[config.mk]
export PLATFORM = sky130hd
export DESIGN_NAME = gain_chain_loader
export DESIGN_NICKNAME = d
export VERILOG_FILES = /design/src/rtl/gcl_pkg.sv /design/src/rtl/gcl_gain_regs.sv /design/src/rtl/gcl_bit_select.sv /design/src/rtl/gcl_phase_timer.sv /design/src/rtl/gain_chain_loader.sv
export SDC_FILE = /design/constraint.sdc
export NUM_CORES = 1
export LEC_CHECK = 0
export ABC_AREA = 1
export BUFFER_PORTS_ARGS = -buffer_cell sky130_fd_sc_hd__buf_2
export CORE_UTILIZATION = 45
export CTS_BUF_LIST = sky130_fd_sc_hd__clkbuf_4 sky130_fd_sc_hd__clkbuf_8 sky130_fd_sc_hd__clkbuf_16
export CTS_CLUSTER_SIZE = 16
export DETAILED_ROUTE_END_ITERATION = 16
export GPL_TIMING_DRIVEN = 0
export PLACE_DENSITY = 0.62
export SETUP_SLACK_MARGIN = 0.2
export SLEW_MARGIN = 5
export SYNTH_ARGS = -nofsm -noshare
export SYNTH_HDL_FRONTEND = slang
export SYNTH_SLANG_ARGS = --single-unit
[constraint.sdc]
create_clock -name clk -period 5.1 [get_ports clk]
set_input_delay 0.765 -clock clk [delete_from_list [all_inputs] [get_ports clk]]
set_output_delay 0.765 -clock clk [all_outputs]
set_load 0.05 [all_outputs]
[src/rtl/gcl_pkg.sv]
package gcl_pkg;
    typedef enum logic [2:0] {
        ST_IDLE,
        ST_SETUP,
        ST_HIGH,
        ST_HOLD,
        ST_TAIL
    } seq_state_e;
endpackage

[src/rtl/gcl_gain_regs.sv]
module gcl_gain_regs #(
    parameter int NUM_CHAN = 16,
    parameter int GAIN_W   = 8,
    localparam int ADDR_W  = $clog2(NUM_CHAN)
) (
    input  logic                       clk,
    input  logic                       rst_n,
    input  logic                       wr_en,
    input  logic [ADDR_W-1:0]          wr_addr,
    input  logic [GAIN_W-1:0]          wr_data,
    output logic [NUM_CHAN*GAIN_W-1:0] gains_flat
);
    logic [GAIN_W-1:0] gain_d [NUM_CHAN];
    logic [GAIN_W-1:0] gain_q [NUM_CHAN];

    for (genvar c = 0; c < NUM_CHAN; c++) begin : g_chan
        always_comb begin
            gain_d[c] = gain_q[c];
            if (wr_en && (wr_addr == ADDR_W'(c))) begin
                gain_d[c] = wr_data;
            end
        end

        always_ff @(posedge clk or negedge rst_n) begin
            if (!rst_n) gain_q[c] <= '0;
            else        gain_q[c] <= gain_d[c];
        end

        assign gains_flat[c*GAIN_W +: GAIN_W] = gain_q[c];
    end
endmodule

[src/rtl/gcl_bit_select.sv]
module gcl_bit_select #(
    parameter int NUM_CHAN = 16,
    parameter int GAIN_W   = 8,
    parameter int CHIP_W   = 3,
    parameter int POS_W    = 5,
    localparam int IDX_W   = $clog2(NUM_CHAN*GAIN_W)
) (
    input  logic [NUM_CHAN*GAIN_W-1:0] gains_flat,
    input  logic [CHIP_W-1:0]          chip,
    input  logic [POS_W-1:0]           pos,
    output logic                       bit_o
);
    int                 hi_ch;
    logic [IDX_W-1:0]   idx;

    always_comb begin
        hi_ch = NUM_CHAN - 1 - 2*int'(chip);
        idx   = '0;
        bit_o = 1'b0;
        if (pos == '0) begin
            bit_o = 1'b0;                       // stack-select, always zero
        end else if (int'(pos) <= GAIN_W) begin
            idx   = IDX_W'(hi_ch*GAIN_W + GAIN_W - int'(pos));
            bit_o = gains_flat[idx];
        end else begin
            idx   = IDX_W'((hi_ch-1)*GAIN_W + 2*GAIN_W - int'(pos));
            bit_o = gains_flat[idx];
        end
    end
endmodule

[src/rtl/gcl_phase_timer.sv]
module gcl_phase_timer #(
    parameter int DIV_W = 8
) (
    input  logic             clk,
    input  logic             rst_n,
    input  logic             clear,
    input  logic [DIV_W-1:0] limit,
    output logic             expire
);
    logic [DIV_W-1:0] cnt_d, cnt_q;

    assign expire = (cnt_q == limit - 1'b1);

    always_comb begin
        cnt_d = cnt_q + 1'b1;
        if (clear || expire) cnt_d = '0;
    end

    always_ff @(posedge clk or negedge rst_n) begin
        if (!rst_n) cnt_q <= '0;
        else        cnt_q <= cnt_d;
    end
endmodule

[src/rtl/gain_chain_loader.sv]
module gain_chain_loader
    import gcl_pkg::*;
#(
    parameter int NUM_CHAN = 16,
    parameter int GAIN_W   = 8,
    parameter int DIV_W    = 8,
    localparam int ADDR_W     = $clog2(NUM_CHAN),
    localparam int NUM_CHIPS  = NUM_CHAN / 2,
    localparam int FRAME_BITS = 2*GAIN_W + 1,
    localparam int TOTAL_BITS = NUM_CHIPS * FRAME_BITS,
    localparam int CNT_W      = $clog2(TOTAL_BITS),
    localparam int POS_W      = $clog2(FRAME_BITS),
    localparam int CHIP_W     = (NUM_CHIPS > 1) ? $clog2(NUM_CHIPS) : 1
) (
    input  logic              clk,
    input  logic              rst_n,
    input  logic              wr_en,
    input  logic [ADDR_W-1:0] wr_addr,
    input  logic [GAIN_W-1:0] wr_data,
    input  logic [DIV_W-1:0]  half_period,
    input  logic              start,
    output logic              busy,
    output logic              done,
    output logic              ser_data,
    output logic              ser_clk,
    output logic              chain_en
);
    typedef struct packed {
        seq_state_e         st;
        logic [CNT_W-1:0]   bit_cnt;
        logic [CHIP_W-1:0]  chip;
        logic [POS_W-1:0]   pos;
        logic [DIV_W-1:0]   hp;
        logic               en;
        logic               sclk;
        logic               data;
        logic               busy;
        logic               done;
    } seq_t;

    seq_t s_d, s_q;
    logic [NUM_CHAN*GAIN_W-1:0] gains_flat;
    logic sel_bit, tmr_clear, tmr_expire;

    gcl_gain_regs #(.NUM_CHAN(NUM_CHAN), .GAIN_W(GAIN_W)) i_regs (
        .clk        (clk),
        .rst_n      (rst_n),
        .wr_en      (wr_en && !s_q.busy),
        .wr_addr    (wr_addr),
        .wr_data    (wr_data),
        .gains_flat (gains_flat)
    );

    gcl_bit_select #(
        .NUM_CHAN(NUM_CHAN), .GAIN_W(GAIN_W), .CHIP_W(CHIP_W), .POS_W(POS_W)
    ) i_sel (
        .gains_flat (gains_flat),
        .chip       (s_q.chip),
        .pos        (s_q.pos),
        .bit_o      (sel_bit)
    );

    gcl_phase_timer #(.DIV_W(DIV_W)) i_tmr (
        .clk    (clk),
        .rst_n  (rst_n),
        .clear  (tmr_clear),
        .limit  (s_q.hp),
        .expire (tmr_expire)
    );

    always_comb begin
        s_d       = s_q;
        s_d.done  = 1'b0;
        tmr_clear = 1'b0;
        unique case (s_q.st)
            ST_IDLE: begin
                if (start) begin
                    s_d.st      = ST_SETUP;
                    s_d.en      = 1'b1;
                    s_d.busy    = 1'b1;
                    s_d.sclk    = 1'b0;
                    s_d.data    = sel_bit;
                    s_d.hp      = (half_period == '0) ? DIV_W'(1) : half_period;
                    s_d.bit_cnt = '0;
                    tmr_clear   = 1'b1;
                end
            end
            ST_SETUP: begin
                if (tmr_expire) begin
                    s_d.st   = ST_HIGH;
                    s_d.sclk = 1'b1;
                end
            end
            ST_HIGH: begin
                if (tmr_expire) begin
                    s_d.sclk = 1'b0;
                    if (s_q.bit_cnt == CNT_W'(TOTAL_BITS-1)) begin
                        s_d.st = ST_TAIL;
                    end else begin
                        s_d.st      = ST_HOLD;
                        s_d.bit_cnt = s_q.bit_cnt + 1'b1;
                        if (s_q.pos == POS_W'(FRAME_BITS-1)) begin
                            s_d.pos  = '0;
                            s_d.chip = s_q.chip + 1'b1;
                        end else begin
                            s_d.pos = s_q.pos + 1'b1;
                        end
                    end
                end
            end
            ST_HOLD: begin
                s_d.st    = ST_SETUP;
                s_d.data  = sel_bit;
                tmr_clear = 1'b1;
            end
            ST_TAIL: begin
                if (tmr_expire) begin
                    s_d.st      = ST_IDLE;
                    s_d.en      = 1'b0;
                    s_d.busy    = 1'b0;
                    s_d.done    = 1'b1;
                    s_d.data    = 1'b0;
                    s_d.bit_cnt = '0;
                    s_d.chip    = '0;
                    s_d.pos     = '0;
                end
            end
            default: s_d.st = ST_IDLE;
        endcase
    end

    always_ff @(posedge clk or negedge rst_n) begin
        if (!rst_n) begin
            s_q    <= '0;
            s_q.st <= ST_IDLE;
            s_q.hp <= DIV_W'(1);
        end else begin
            s_q <= s_d;
        end
    end

    assign busy     = s_q.busy;
    assign done     = s_q.done;
    assign ser_data = s_q.data;
    assign ser_clk  = s_q.sclk;
    assign chain_en = s_q.en;
endmodule

Yosys cells after proc, flatten, opt, wreduce, memory -nomap -nowiden
Cells that the tools add are included.

operators by class
  add/subtract/negate cells = 11
  $lt $le $gt $ge = 3
  eq/ne operators = 28
  muxes and demuxes = 30
  reduce and logical (&&, ||, !) cells = 36

operator list
  operator                                            count
  two-way mux 19 bit                                  2
  == test 4 bit, second input constant                8
  one-hot mux 8 bit (3 select lines)                  1
  logical AND 1 bit                                   17
  adder 8 x 1 -> 8 bit, second input constant         2
  == test 4 x 3 -> 1 bit, second input constant       4
  < comparator 7 x 8 -> 1 bit, second input constant  2
  two-way mux 16 bit                                  1
  two-way mux 8 bit                                   2
  one-hot mux 8 bit (2 select lines)                  1
  one-hot mux 3 bit (5 select lines)                  1
  binary-select mux 1 bit (select 7 bit)              2
  subtractor 7 x 6 -> 7 bit                           2
  two-way mux 3 bit                                   4
  AND reduction 4 bit                                 3
  two-way mux 11 bit                                  1
  AND reduction 5 bit                                 2
  nonzero test 3 bit                                  3
  == test 4 x 2 -> 1 bit, second input constant       2
  == test 8 bit                                       1
  == test 8 bit, second input constant                1
  logical NOT 8 bit                                   1
  two-way mux 1 bit                                   8
  subtractor 8 x 1 -> 8 bit, second input constant    1
  26 further kinds                                    36

storage, ports and cells
  register bits = 168
  input port bits = 24
  word-level logic and storage cells = 135

Depth between registers and ports, before layout
Gate-level depths: netlist of the first run.

  depth in word-level cells = 10
  gate-level depth with buffers = 16
  mapped depth without buffers = 15

Modules after synthesis
A second synthesis of the first run with hierarchy kept.

unflattened totals
  cells, all modules = 1,308
  area total of the unflattened synthesis = 9,864.5 um^2

modules (own cells, without submodules)
  module             instances  cells each  area each (um^2)
  gcl_gain_regs      1          624         5,860.6
  gain_chain_loader  1          228         1,774.2
  gcl_bit_select     1          352         1,552.7
  gcl_phase_timer    1          104         676.9

Worst setup path before layout of the first run
Ideal clock, no wire load.

  kind = register to register
  from = register s_q[13] (netlist bit)
  to = register s_q (netlist bit ser_data)
  library setup time = 66 ps
  arrival = 2,326 ps
  required time = 5,034 ps
  slack = 2,708 ps
  stages on the path, launching flop included = 17
  buffers on the path = 4
  clock period less this slack = 2,392 ps
  path through = dfrtp_1 > inv_1 > buf_2 > buf_2 > ha_1 > ha_1 > buf_2 > inv_1 > clkbuf_1 > nand3_1 > nand3_1 > nand3_1 > nand2_1 > nand2_1 > nand3_1 > nand3_1 > nand2_1

on the way
  cells in the longest elaborated chain, start to end = 7

ends and longest elaborated chain
  element                                                    RTL line                                    text
  start: declaration                                         gain_chain_loader.sv:41                     seq_t s_d, s_q;
  subtractor 7 x 6 -> 7 bit (on tied branches)               gcl_bit_select.sv:26, gcl_bit_select.sv:23
  binary-select mux 1 bit (select 7 bit) (on tied branches)  gcl_bit_select.sv:27, gcl_bit_select.sv:24
  two-way mux 1 bit (on tied branches)                       gcl_bit_select.sv:27, gcl_bit_select.sv:24
  two-way mux 1 bit                                          gcl_bit_select.sv:22                        end else if (int'(pos) <= GAIN_W) begin
  two-way mux 1 bit (*)                                      gcl_bit_select.sv:20                        if (pos == '0) begin
  two-way mux 4 bit                                          gain_chain_loader.sv:77                     if (start) begin
  one-hot mux 1 bit (3 select lines) (*)                     gain_chain_loader.sv:75                     unique case (s_q.st)

Mark *: on every way between the ends. The rest lies on a longest branch, timed or not. The select of a mux whose other input is x is not followed.
A chain may end at the register's enable or synchronous reset.

Worst setup path in the final report of the first run
Ends and elaborated chain as after synthesis.

==> results.md, run 1 <==
- Full die area: 18900 um2
- # rows: 49
- Vias: 7231
- Port buffer count: 28
- Final min period: 3.58 ns
- Post-place setup slack: 1.67 ns
- Crit-path leading delay family: buffers and inverters
- Unrepaired setup endpoints after global routing: no
- Cells after Synth: 1050
- Startpoint types: flop
- Maximum vdd drop: 0.240 mV
- Initial Utilization: 0.459
- GRT overflow: 0
- Number of nets in the layout: 1131
- Slowest cell on crit path: clkbuf_1
- Post-CTS Setup Bufs: 0
- Layout cell share with drive strength beyond 1: 0.0954
- Drt initial violations: 503
- Mapped Avg Cell Area: 7.88 um2
- Top Ports: 29
- # hold bufs at CTS: 0
- Placed insts: 1308
- Worst min path class: in -> async
- Power Density: 403 nW/um2
- Post-synth net total: 1083
- Die height: 138 um
- Most used cell, CP: nand3_1
- DRC viols: 0
- Main area contributors after synthesis: dfrtp_1 50%, nand2_1 16%, o21ai_0 8.8%
- Worst r2r src: s_q[13]$_DFFE_PN0P_
- Root Buffer: clkbuf_16
- Leak: 4.38 nW
- Post-detail-place hpwl: 15200 um
- EDFF count, synth: 0
- CP peak stage delay: 0.58 ns
- Main flop type after synthesis: dfrtp_1
- Post-CTS sizing: 0
- Clock Skew: 0.00970 ns
- Setup TNS: 0 ns
- Routed Antenna Nets: 0
- Setup Crit Path Kind: reg -> reg
- Worst path required time: 5.47 ns
- Post-DR vias/cell: 5.40
- Final Util: 0.518
- Final Hold Vio Count: 0
- Initial antenna violation count: 0
- Antenna cells: 0
- DR pass1 iterations: 5
- Max Slew Vio Count: 0
- Max-cap check violation count: 0
- CTS tree: built
- Worst-path cell chain: inv_1 > buf_2 > buf_2 > ha_1 > ha_1 > buf_2 > inv_1 > clkbuf_1 > nand3_1 > nand3_1 > nand3_1 > nand2_1 > nand2_1 > nand3_1 > nand3_1 > nand2_1
- P&R area growth vs syn: 12.8%
- RR Endpoint: ser_data$_DFFE_PN0P_
- Final wirelength: 22900 um
- Slew @ Worst Pin: 0.792 ns
- Cell Count, Final, Fillers Out: 1340
- Vias in the first global route: 6682
- Core footprint: 18000 um2
- Placer Congestion: 0.882
- Status: completed
- Die X: 138 um
- Detailed-route wire length per cell: 17.1 um
- CTS Sinks: 167
- Final setup margin: 1.52 ns
- Worst reg-to-reg path cell count: 16
- Cts bufs inserted: 17
- CP Max Fanout: 10
- Async SR Flop Fraction: 1.00
- H-tree levels: 4
- Final cycle utilization of the critical path: 0.702
- Critical Path AT: 3.96 ns
- Ys Warns: 0
- GRT Util Overall: 0.258
- Synthesized area: 8280 um2
- Reg-to-reg slack, setup: 1.52 ns
- Clock-pin slew on the worst setup and hold paths: 0.07 ns
- Yosys reg bits: 167
- Buffer and inverter count on the worst path: 6
- Crit end category: flop
- Seq/Total Area, Yosys: 0.505
- CTS Buffer Depth: 2
- Largest net degree at the start of global routing: 98
- Yosys top cell area share: 0.502
- First-pass GRT wire length: 36200 um
- Fmax: 279 MHz
- Fill cells: 1792
- Max transition margin: 0.472
- CP startpoint: s_q[13]$_DFFE_PN0P_
- Final setup violating endpoints: 0
- Latest clock arrival within the worst-skew pair: 0.44 ns
- Area leader, netlist: dfrtp_1
- Netlist cell types: 37
cell usage after synthesis (2+ instances only):
library cell and n:
nand2_4 3, nor2_2 3, o21ai_0 145, ha_1 9
xor2_1 11, nand2_1 347, buf_2 15, nor3b_1 2
xnor2_1 7, clkbuf_1 32, nor3_1 9, nor4_1 3
o21ai_1 5, or2_2 3, nand3_1 143, nor2_4 3
buf_1 2, inv_2 4, dfrtp_1 166, nand2_2 3
mux2_2 2, inv_1 62, xnor2_2 2, a21oi_1 4
nor2_1 41, nand4_1 13
power by group:
part           internal [mW]  total, mW  switching, mW
Combinational          0.300      0.995          0.695
Sequential              1.39       1.46         0.0622
Clock                  0.740       1.31          0.572
area by class of cell:
type,instances,area (um2),area share
buffer,50,210,0.0225
clock buffer,18,433,0.0463
clock inverter,14,164,0.0175
inverter,67,254,0.0272
multi-input combinational,766,3630,0.389
sequential,167,4180,0.448
tap,229,287,0.0307
timing repair buffer,29,178,0.0190
worst max-delay path by stage:
stage	depth (start not counted)	endpoint	slack, ns
detailed placement	16	ser_data$_DFFE_PN0P_	1.67
global route	16	ser_data$_DFFE_PN0P_	1.27
finish	16	ser_data$_DFFE_PN0P_	1.52
CTS	16	ser_data$_DFFE_PN0P_	1.63
global placement	1	i_regs.gains_flat[5]$_DFFE_PN0P_	0.56
floorplan	16	ser_data$_DFFE_PN0P_	2.71
per-layer routing:
metal	routed length (um)	GRT usage
met2	10200	0.396
met3	955	0.0430
met4	538	0.108
met1	11200	0.360
met5	0	0
metrics by stage:
stage | hold WS, ns | total power, mW | cell area (um2)
5_1_grt | 0.320 | 3.97 | 9340
2_1_floorplan | 0.453 | 2.16 | 8280
4_1_cts | 0.304 | 3.78 | 9340
3_3_place_gp | 0.453 | 2.46 | 8710
6_report | 0.277 | 3.76 | 9340
3_5_place_dp | 0.460 | 2.47 | 8740
cells in the final DEF (no fill, tap or decap), types with 7 or more instances in the layout:
| cell | netlist | routed |
|---|---|---|
| clkbuf_1 | 32 | 32 |
| nor3_1 | 9 | 9 |
| xnor2_1 | 7 | 7 |
| nand2_1 | 347 | 347 |
| o21ai_0 | 145 | 145 |
| nor2_1 | 41 | 41 |
| ha_1 | 9 | 9 |
| nand3_1 | 143 | 143 |
| xor2_1 | 11 | 11 |
| clkbuf_16 | 0 | 17 |
| buf_2 | 15 | 42 |
| inv_1 | 62 | 62 |
| nand4_1 | 13 | 13 |
| dfrtp_1 | 166 | 166 |
worst reg2reg max path, stage by stage (launching register included):
cell and delay (ns):
dfrtp_1 0.45, inv_1 0.11, buf_2 0.23, buf_2 0.32, ha_1 0.24, ha_1 0.23, buf_2 0.22, inv_1 0.28
clkbuf_1 0.59, nand3_1 0.19, nand3_1 0.16, nand3_1 0.09, nand2_1 0.09, nand2_1 0.07, nand3_1 0.12, nand3_1 0.08
nand2_1 0.06
sequential cells by signal, summed over array words and instances, names as in the netlist:
register           cells
ser_data               1
i_regs.gains_flat    128
s_q                   27
ser_clk                1
done                   1
i_tmr.cnt_q            8
chain_en               1
cells by family after synthesis:
group / synth area share
XOR/XNOR: 0.0230
AND/OR/NAND/NOR: 0.305
adder cells (fa/ha/maj): 0.0136
multiplexers: 0.00272
buffers and inverters: 0.0561
flip-flops: 0.505
AO/OA/AOI/OAI: 0.0951
Note: power is estimated with default switching activity, not from simulation.
==> run 2, diff against run 1 <==
ABC_AREA = 0   (was 1)
clock period = 3.7 ns   (was 5.1 ns; I/O delays follow)
==> run 2 against run 1 <==
Register-to-register slack worse by 1.1 ns. Sequential cell count stayed put. Final area is 0.21% higher. Final cell count is 32% lower. First-iteration DRC count is 41% lower. Wire length is 19% lower. Synthesized area is 0.63% lower. Via count is 27% lower. Setup slack worse by 1.1 ns. Power is 0.79% higher. Sequential share of layout area is 0.082 points lower. Critical endpoint unchanged. Largest power group is now the clock network.
==> results.md, run 2 <==
- Final min period: 3.29 ns (was 3.58 ns)
- Worst-path cell chain: buf_6 > inv_1 > ha_1 > ha_1 > clkbuf_1 > mux4_2 > nand2_1 > a311oi_1 > a211oi_1 > o21ai_1 > a31o_1 (was inv_1 > buf_2 > buf_2 > ha_1 > ha_1 > buf_2 > inv_1 > clkbuf_1 > nand3_1 > nand3_1 > nand3_1 > nand2_1 > nand2_1 > nand3_1 > nand3_1 > nand2_1)
- Post-DR vias/cell: 5.77 (was 5.40)
- Internal cell power: 2.96 mW (was 2.43 mW)
- # hold bufs at CTS: 0 (unchanged)
- Worst path required time: 4.01 ns (was 5.47 ns)
- Maximum vdd drop: 0.311 mV (was 0.240 mV)
- Full die area: 18800 um2 (was 18900 um2)
- Max reg flops: 128 (unchanged)
- Clock power share: 0.488 (was 0.349)
- Post-synth net total: 661 (was 1083)
- Crit end category: flop (unchanged)
- Setup Crit Path Kind: reg -> reg (unchanged)
- Port buffer count: 27 (was 28)
- Max Slew Vio Count: 0 (unchanged)
- Reg power frac: 0.484 (was 0.387)
- Simple-gate portion of the synthesized area: 0.0951 (was 0.305)
- Top Ports: 29 (unchanged)
- Placer Congestion: 0.835 (was 0.882)
- Seq/Total Area, Yosys: 0.508 (was 0.505)
- Switching share of power: 0.220 (was 0.353)
- Max-cap check violation count: 0 (unchanged)
- Met2 GRT Util: 0.372 (was 0.396)
- Fmax: 304 MHz (was 279 MHz)
- Area leader, netlist: dfrtp_1 (unchanged)
- Adder-Cell Fraction of Synth Area: 0.0137 (was 0.0136)
- Placed insts: 886 (was 1308)
- Most common cell in the netlist: dfrtp_1 (was nand2_1)
- Root Buffer: clkbuf_16 (unchanged)
- Async SR Flop Fraction: 1.00 (unchanged)
- Max transition margin: 0.354 (was 0.472)
- P&R area growth vs syn: 13.8% (was 12.8%)
- Yosys reg bits: 167 (unchanged)
- Antenna cells: 0 (unchanged)
- CTS Buffer Depth: 2 (unchanged)
- Die X: 137 um (was 138 um)
- Most used cell, CP: ha_1 (was nand3_1)
- Layout cell share with drive strength beyond 1: 0.368 (was 0.0954)
- Startpoint types: flop (unchanged)
- Unrepaired setup endpoints after global routing: no (unchanged)
- Cts bufs inserted: 17 (unchanged)
- Critical Path AT: 3.60 ns (was 3.96 ns)
- Yosys top cell area share: 0.505 (was 0.502)
- Vias in the first global route: 5640 (was 6682)
- CP peak stage delay: 0.46 ns (was 0.58 ns)
- Leak: 4.45 nW (was 4.38 nW)
- GRT Util Overall: 0.217 (was 0.258)
- Final cycle utilization of the critical path: 0.889 (was 0.702)
- Final wirelength: 18500 um (was 22900 um)
- Post-place setup slack: -1.32 ns (was 1.67 ns)
- CTS Sinks: 167 (unchanged)
- Final Hold Vio Count: 0 (unchanged)
- Detailed-route wire length per cell: 20.2 um (was 17.1 um)
- Largest net degree at the start of global routing: 99 (was 98)
- Final setup margin: 0.410 ns (was 1.52 ns)
- # rows: 49 (unchanged)
- Vias: 5295 (was 7231)
- Initial Utilization: 0.458 (was 0.459)
- Pwr Total: 3.79 mW (was 3.76 mW)
- CTS tree: built (unchanged)
- Core footprint: 18000 um2 (about the same)
- Synth Area in XOR/XNOR: 0.0234 (was 0.0230)
- Synthesized area: 8230 um2 (was 8280 um2)
- First-pass GRT wire length: 30300 um (was 36200 um)
- Slowest cell on crit path: clkbuf_1 (unchanged)
- DR pass1 iterations: 4 (was 5)
- Commonest cells in the synthesized netlist: 166 x dfrtp_1, 135 x mux2_2, 43 x nand2_1 (was 347 x nand2_1, 166 x dfrtp_1, 145 x o21ai_0)
- DRC viols: 0 (unchanged)
- Post-detail-place hpwl: 12800 um (was 15200 um)
- CP Max Fanout: 10 (unchanged)
- H-tree levels: 4 (unchanged)
- Clock-pin slew on the worst setup and hold paths: 0.06 ns (was 0.07 ns)
- Number of nets in the layout: 709 (was 1131)
- P_sw: 0.836 mW (was 1.33 mW)
- Most frequent cells in the layout: 165 x dfrtp_1, 135 x mux2_2, 43 x nand2_1, 33 x mux4_2, 29 x buf_2 (was 347 x nand2_1, 166 x dfrtp_1, 145 x o21ai_0, 143 x nand3_1, 62 x inv_1)
- Crit-path leading delay family: buffers and inverters (unchanged)
- Status: completed (unchanged)
- Cell Count, Final, Fillers Out: 917 (was 1340)
- Mapped Avg Cell Area: 13.1 um2 (was 7.88 um2)
- Cells after Synth: 628 (was 1050)
- Slew @ Worst Pin: 0.969 ns (was 0.792 ns)
- GRT overflow: 0 (unchanged)
- Main area contributors after synthesis: dfrtp_1 50%, mux2_2 18%, mux4_2 9.0% (was dfrtp_1 50%, nand2_1 16%, o21ai_0 8.8%)
- Met3 Resource Use GR: 0.0416 (was 0.0430)
- Initial antenna violation count: 0 (unchanged)
- Clock Skew: 0.0145 ns (was 0.00970 ns)
- Routed Antenna Nets: 0 (unchanged)
- Latest clock arrival within the worst-skew pair: 0.43 ns (was 0.44 ns)
- Power Density: 405 nW/um2 (was 403 nW/um2)
- GR peak layer: met2 (unchanged)
- Drt initial violations: 299 (was 503)
- Commonest non-fill, non-tap cell in the layout: dfrtp_1 (was nand2_1)
- Buffer and inverter count on the worst path: 3 (was 6)
- Mux cell area share after synthesis: 0.287 (was 0.00272)
- Final setup violating endpoints: 0 (unchanged)
- Ys Warns: 0 (unchanged)
- Comb pwr share: 0.028 (was 0.264)
- GR Layer Usage met1: 0.280 (was 0.360)
- Main flop type after synthesis: dfrtp_1 (unchanged)
- Compound-cell area share of the yosys netlist: 0.0514 (was 0.0951)
- Netlist cell types: 63 (was 37)
- Fill cells: 1580 (was 1792)
- Die height: 137 um (was 138 um)
- Reg-to-reg slack, setup: 0.41 ns (was 1.52 ns)
- Largest family of logic cells by synthesized area: multiplexers (was simple AND/OR/NAND/NOR gates)
- Worst min path class: in -> async (unchanged)
- EDFF count, synth: 0 (unchanged)
-- run 2: cell count changes after synthesis, sizes merged, moves of 11 or more --
cell	previous run	this run
nor2	48	22
nand2	353	44
o21ai	150	18
mux4	0	33
nand3	144	22
inv	67	13
mux2	2	136
clkbuf	32	21
nor2b	0	11
-- run 2: layer usage --
metal	vias up	wire length, um	part of all wire
met4	0	271	0.015
met3	19	424	0.023
met1	2797	8280	0.45
met2	59	9540	0.52
li1	2420	-	-
met5	-	0	0
-- run 2: stage by stage --
stage,util,TNS [ns],hold WS [ns],area (um2)
after global routing,0.521,0,0.109,9360
after global placement,0.481,-52.50,0.481,8650
final,0.521,0,0.0611,9360
after CTS,0.520,0,0.0938,9350
after floorplan,-,0,0.259,8230
after detailed placement,0.484,-1.66,0.489,8700
-- run 2: cell families after synthesis --
group | Yosys count
xor gates and xnor gates | 22
buffers and inverters | 43
muxes | 178
and+or+nand+nor | 149
adders and majority gates | 9
AOI/OAI and AO/OA | 60
DFF | 167
-- run 2: power groups by stage --
stage	clock network, mW	logic (mW)	registers, mW
after floorplan	0	0.0266	1.87
after global placement	0	0.101	1.87
after detailed placement	0	0.110	1.87
after CTS	1.89	0.110	1.84
after global routing	1.96	0.120	1.83
final	1.85	0.106	1.84
-- run 2: cell type report --
type | count | area, um2 | share of cell area
Clock inverter | 12 | 168 | 0.0179
Inverter | 13 | 48.8 | 0.00521
Buffer | 30 | 155 | 0.0166
Timing Repair Buffer | 29 | 180 | 0.0192
Clock buffer | 19 | 447 | 0.0477
Tap cell | 229 | 287 | 0.0306
Multi-Input combinational cell | 418 | 3890 | 0.416
Sequential cell | 167 | 4180 | 0.447
-- run 2: repair_timing --
item	in CTS	in global routing
buffers inserted	0	0
resized for setup	13	4
endpoints found under the setup margin	2	1
-- run 2: final timing paths --
kind,endpoint,start,cells after the start
max,ser_data$_DFFE_PN0P_,s_q[13]$_DFFE_PN0P_,11
min,s_q[9]$_DFFE_PN0P_,rst_n,1
max reg2reg,ser_data$_DFFE_PN0P_,s_q[13]$_DFFE_PN0P_,11
min reg2reg,i_regs.gains_flat[91]$_DFFE_PN0P_,i_regs.gains_flat[91]$_DFFE_PN0P_,1
max in group asynchronous,i_regs.gains_flat[39]$_DFFE_PN0P_,rst_n,2
min in group clk,s_q[6]$_DFFE_PN0P_,half_period[1],3
==> run 3, diff against run 2 <==
GPL_TIMING_DRIVEN = unset   (was 0)
==> run 3 against run 2 <==
Combinational power is essentially flat. Sequential cell count did not move. Sequential power barely moved. Register-to-register slack improved by 0.19 ns. Maximum frequency rose by 6.1%. Final area down 1.8%. Wire length down 2.7%. Sequential share of layout area rose by 0.81 points. Setup slack improved by 0.19 ns. Core utilization down 0.93 points. Largest cell class unchanged. Highest routed layer unchanged.
==> results.md, run 3 (synthesis gave the netlist of run 2 again) <==
- Hold_ws: 0.207 ns (was 0.0611 ns)
- Reg-to-reg slack, setup: 0.60 ns (was 0.41 ns)
- DR pass1 iterations: 5 (was 4)
- Fmax: 323 MHz (was 304 MHz)
- Core footprint: 18000 um2 (unchanged)
- GR peak layer: met2 (unchanged)
- Crit-path leading delay family: simple AND/OR/NAND/NOR gates (was buffers and inverters)
- Met2 GRT Util: 0.349 (was 0.372)
- Worst-path cell chain: inv_1 > ha_1 > nor4b_2 > xnor2_1 > or4_4 > a211o_2 > o21a_1 > nor4_2 > mux2_2 (was buf_6 > inv_1 > ha_1 > ha_1 > clkbuf_1 > mux4_2 > nand2_1 > a311oi_1 > a211oi_1 > o21ai_1 > a31o_1)
- Critical Path AT: 3.41 ns (was 3.60 ns)
- Drt initial violations: 360 (was 299)
- # hold bufs at CTS: 0 (unchanged)
- Most frequent cells in the layout: 165 x dfrtp_1, 135 x mux2_2, 43 x nand2_1, 33 x mux4_2, 27 x buf_2 (was 165 x dfrtp_1, 135 x mux2_2, 43 x nand2_1, 33 x mux4_2, 29 x buf_2)
- Vias in the first global route: 5502 (was 5640)
- Port buffer count: 28 (was 27)
- Initial antenna violation count: 0 (unchanged)
- Full die area: 18800 um2 (unchanged)
- Die X: 137 um (unchanged)
- Final Hold Vio Count: 0 (unchanged)
- Root Buffer: clkbuf_16 (unchanged)
- CP Max Fanout: 16 (was 10)
- Crit end category: flop (unchanged)
- Commonest non-fill, non-tap cell in the layout: dfrtp_1 (unchanged)
- Vias: 5224 (was 5295)
- Cts bufs inserted: 17 (unchanged)
- CTS Sinks: 167 (unchanged)
- Slowest cell on crit path: dfstp_2 (was clkbuf_1)
- Antenna cells: 0 (unchanged)
- Buffer and inverter count on the worst path: 1 (was 3)
- RR Endpoint: s_q[24]$_DFFE_PN0P_ (was ser_data$_DFFE_PN0P_)
- GRT overflow: 0 (unchanged)
- Worst r2r src: s_q[5]$_DFFE_PN1P_ (was s_q[13]$_DFFE_PN0P_)
- Clock-pin slew on the worst setup and hold paths: 0.07 ns (was 0.06 ns)
- Final wirelength: 18000 um (was 18500 um)
- GRT Util Overall: 0.214 (was 0.217)
- Clock Skew: 0.0105 ns (was 0.0145 ns)
- First-pass GRT wire length: 30100 um (was 30300 um)
- Placer Congestion: 0.885 (was 0.835)
- Initial Utilization: 0.458 (unchanged)
- Post-DR vias/cell: 5.83 (was 5.77)
- Leak: 4.40 nW (was 4.45 nW)
- Die height: 137 um (unchanged)
- Cell Count, Final, Fillers Out: 896 (was 917)
- Fill cells: 1551 (was 1580)
- Final Util: 0.512 (was 0.521)
- DRC viols: 0 (unchanged)
- H-tree levels: 4 (unchanged)
- Worst reg-to-reg path cell count: 9 (was 11)
- Max Slew Vio Count: 0 (unchanged)
- Routed Antenna Nets: 0 (unchanged)
- Max-cap check violation count: 0 (unchanged)
- Pwr Total: 3.65 mW (was 3.79 mW)
- Maximum vdd drop: 0.347 mV (was 0.311 mV)
- Register area: 4180 um2 (unchanged)
- P&R area growth vs syn: 11.8% (was 13.8%)
- Largest net degree at the start of global routing: 98 (was 99)
- Setup Crit Path Kind: reg -> reg (unchanged)
- Max transition margin: 0.399 (was 0.354)
- Slew @ Worst Pin: 0.902 ns (was 0.969 ns)
- GR Layer Usage met1: 0.294 (was 0.280)
- Number of nets in the layout: 688 (was 709)
- CTS Buffer Depth: 2 (unchanged)
- Max reg flops: 128 (unchanged)
- Worst min path class: in -> async (unchanged)
- Layout cell share with drive strength beyond 1: 0.373 (was 0.368)
- CP peak stage delay: 0.56 ns (was 0.46 ns)
- Multi-input gate area: 3870 um2 (was 3890 um2)
- CTS tree: built (unchanged)
- Setup TNS: 0 ns (unchanged)
- Top Ports: 29 (unchanged)
- Status: completed (unchanged)
- CP startpoint: s_q[5]$_DFFE_PN1P_ (was s_q[13]$_DFFE_PN0P_)
- Final min period: 3.10 ns (was 3.29 ns)
- Latest clock arrival within the worst-skew pair: 0.42 ns (was 0.43 ns)
- Placed insts: 865 (was 886)
- Met3 Resource Use GR: 0.0445 (was 0.0416)
- Final setup violating endpoints: 0 (unchanged)
- Final cycle utilization of the critical path: 0.838 (was 0.889)
- Post-detail-place hpwl: 12000 um (was 12800 um)
- Unrepaired setup endpoints after global routing: no (unchanged)
- Post-CTS sizing: 0 (was 13)
- Worst path required time: 4.00 ns (was 4.01 ns)
- Post-CTS Setup Bufs: 0 (unchanged)
- Startpoint types: flop (unchanged)
- Power Density: 397 nW/um2 (was 405 nW/um2)
- Detailed-route wire length per cell: 20.1 um (was 20.2 um)
- # rows: 49 (unchanged)
==> run 3: cell type report <==
cell class	instances	area share
Sequential cell	167	0.455
Multi-Input combinational cell	418	0.421
Clock buffer	19	0.0486
Tap cell	229	0.0312
Timing Repair Buffer	38	0.0254
Clock inverter	12	0.0132
Inverter	13	0.00531
==> run 3: where the power goes <==
group | total (mW) | internal, mW | switching, mW | leakage (nW)
sequential | 1.84 | 1.83 | 0.00333 | 2.28
clock | 1.71 | 0.962 | 0.750 | 0.277
combinational | 0.103 | 0.0237 | 0.0790 | 1.84
total | 3.65 | 2.82 | 0.832 | 4.40
==> run 3: worst register-to-register path: stages, from the launching register on <==
cell and delay (ns):
dfstp_2 0.56, inv_1 0.06, ha_1 0.24, nor4b_2 0.18
xnor2_1 0.13, or4_4 0.42, a211o_2 0.45, o21a_1 0.27
nor4_2 0.29, mux2_2 0.37
==> run 3: worst max-delay path by stage <==
| stage | to | cells past startpoint | slack (ns) |
|---|---|---|---|
| floorplan | ser_data$_DFFE_PN0P_ | 11 | 0.24 |
| global placement | s_q[24]$_DFFE_PN0P_ | 9 | 0.70 |
| detailed placement | s_q[24]$_DFFE_PN0P_ | 9 | 0.62 |
| CTS | s_q[24]$_DFFE_PN0P_ | 9 | 0.61 |
| global route | s_q[24]$_DFFE_PN0P_ | 9 | 0.46 |
| finish | s_q[24]$_DFFE_PN0P_ | 9 | 0.60 |
==> run 3: per-stage QoR <==
| step | setup slack, ns | area (um2) |
|---|---|---|
| 2_1_floorplan | 0.235 | 8230 |
| 3_3_place_gp | 0.705 | 8630 |
| 3_5_place_dp | 0.621 | 8630 |
| 4_1_cts | 0.610 | 9190 |
| 5_1_grt | 0.463 | 9190 |
| 6_report | 0.599 | 9190 |
==> run 3: routing by layer <==
metal | routed length, um | vias up
li1 | - | 2364
met5 | 0 | -
met2 | 8930 | 105
met1 | 8290 | 2750
met3 | 707 | 5
met4 | 102 | 0
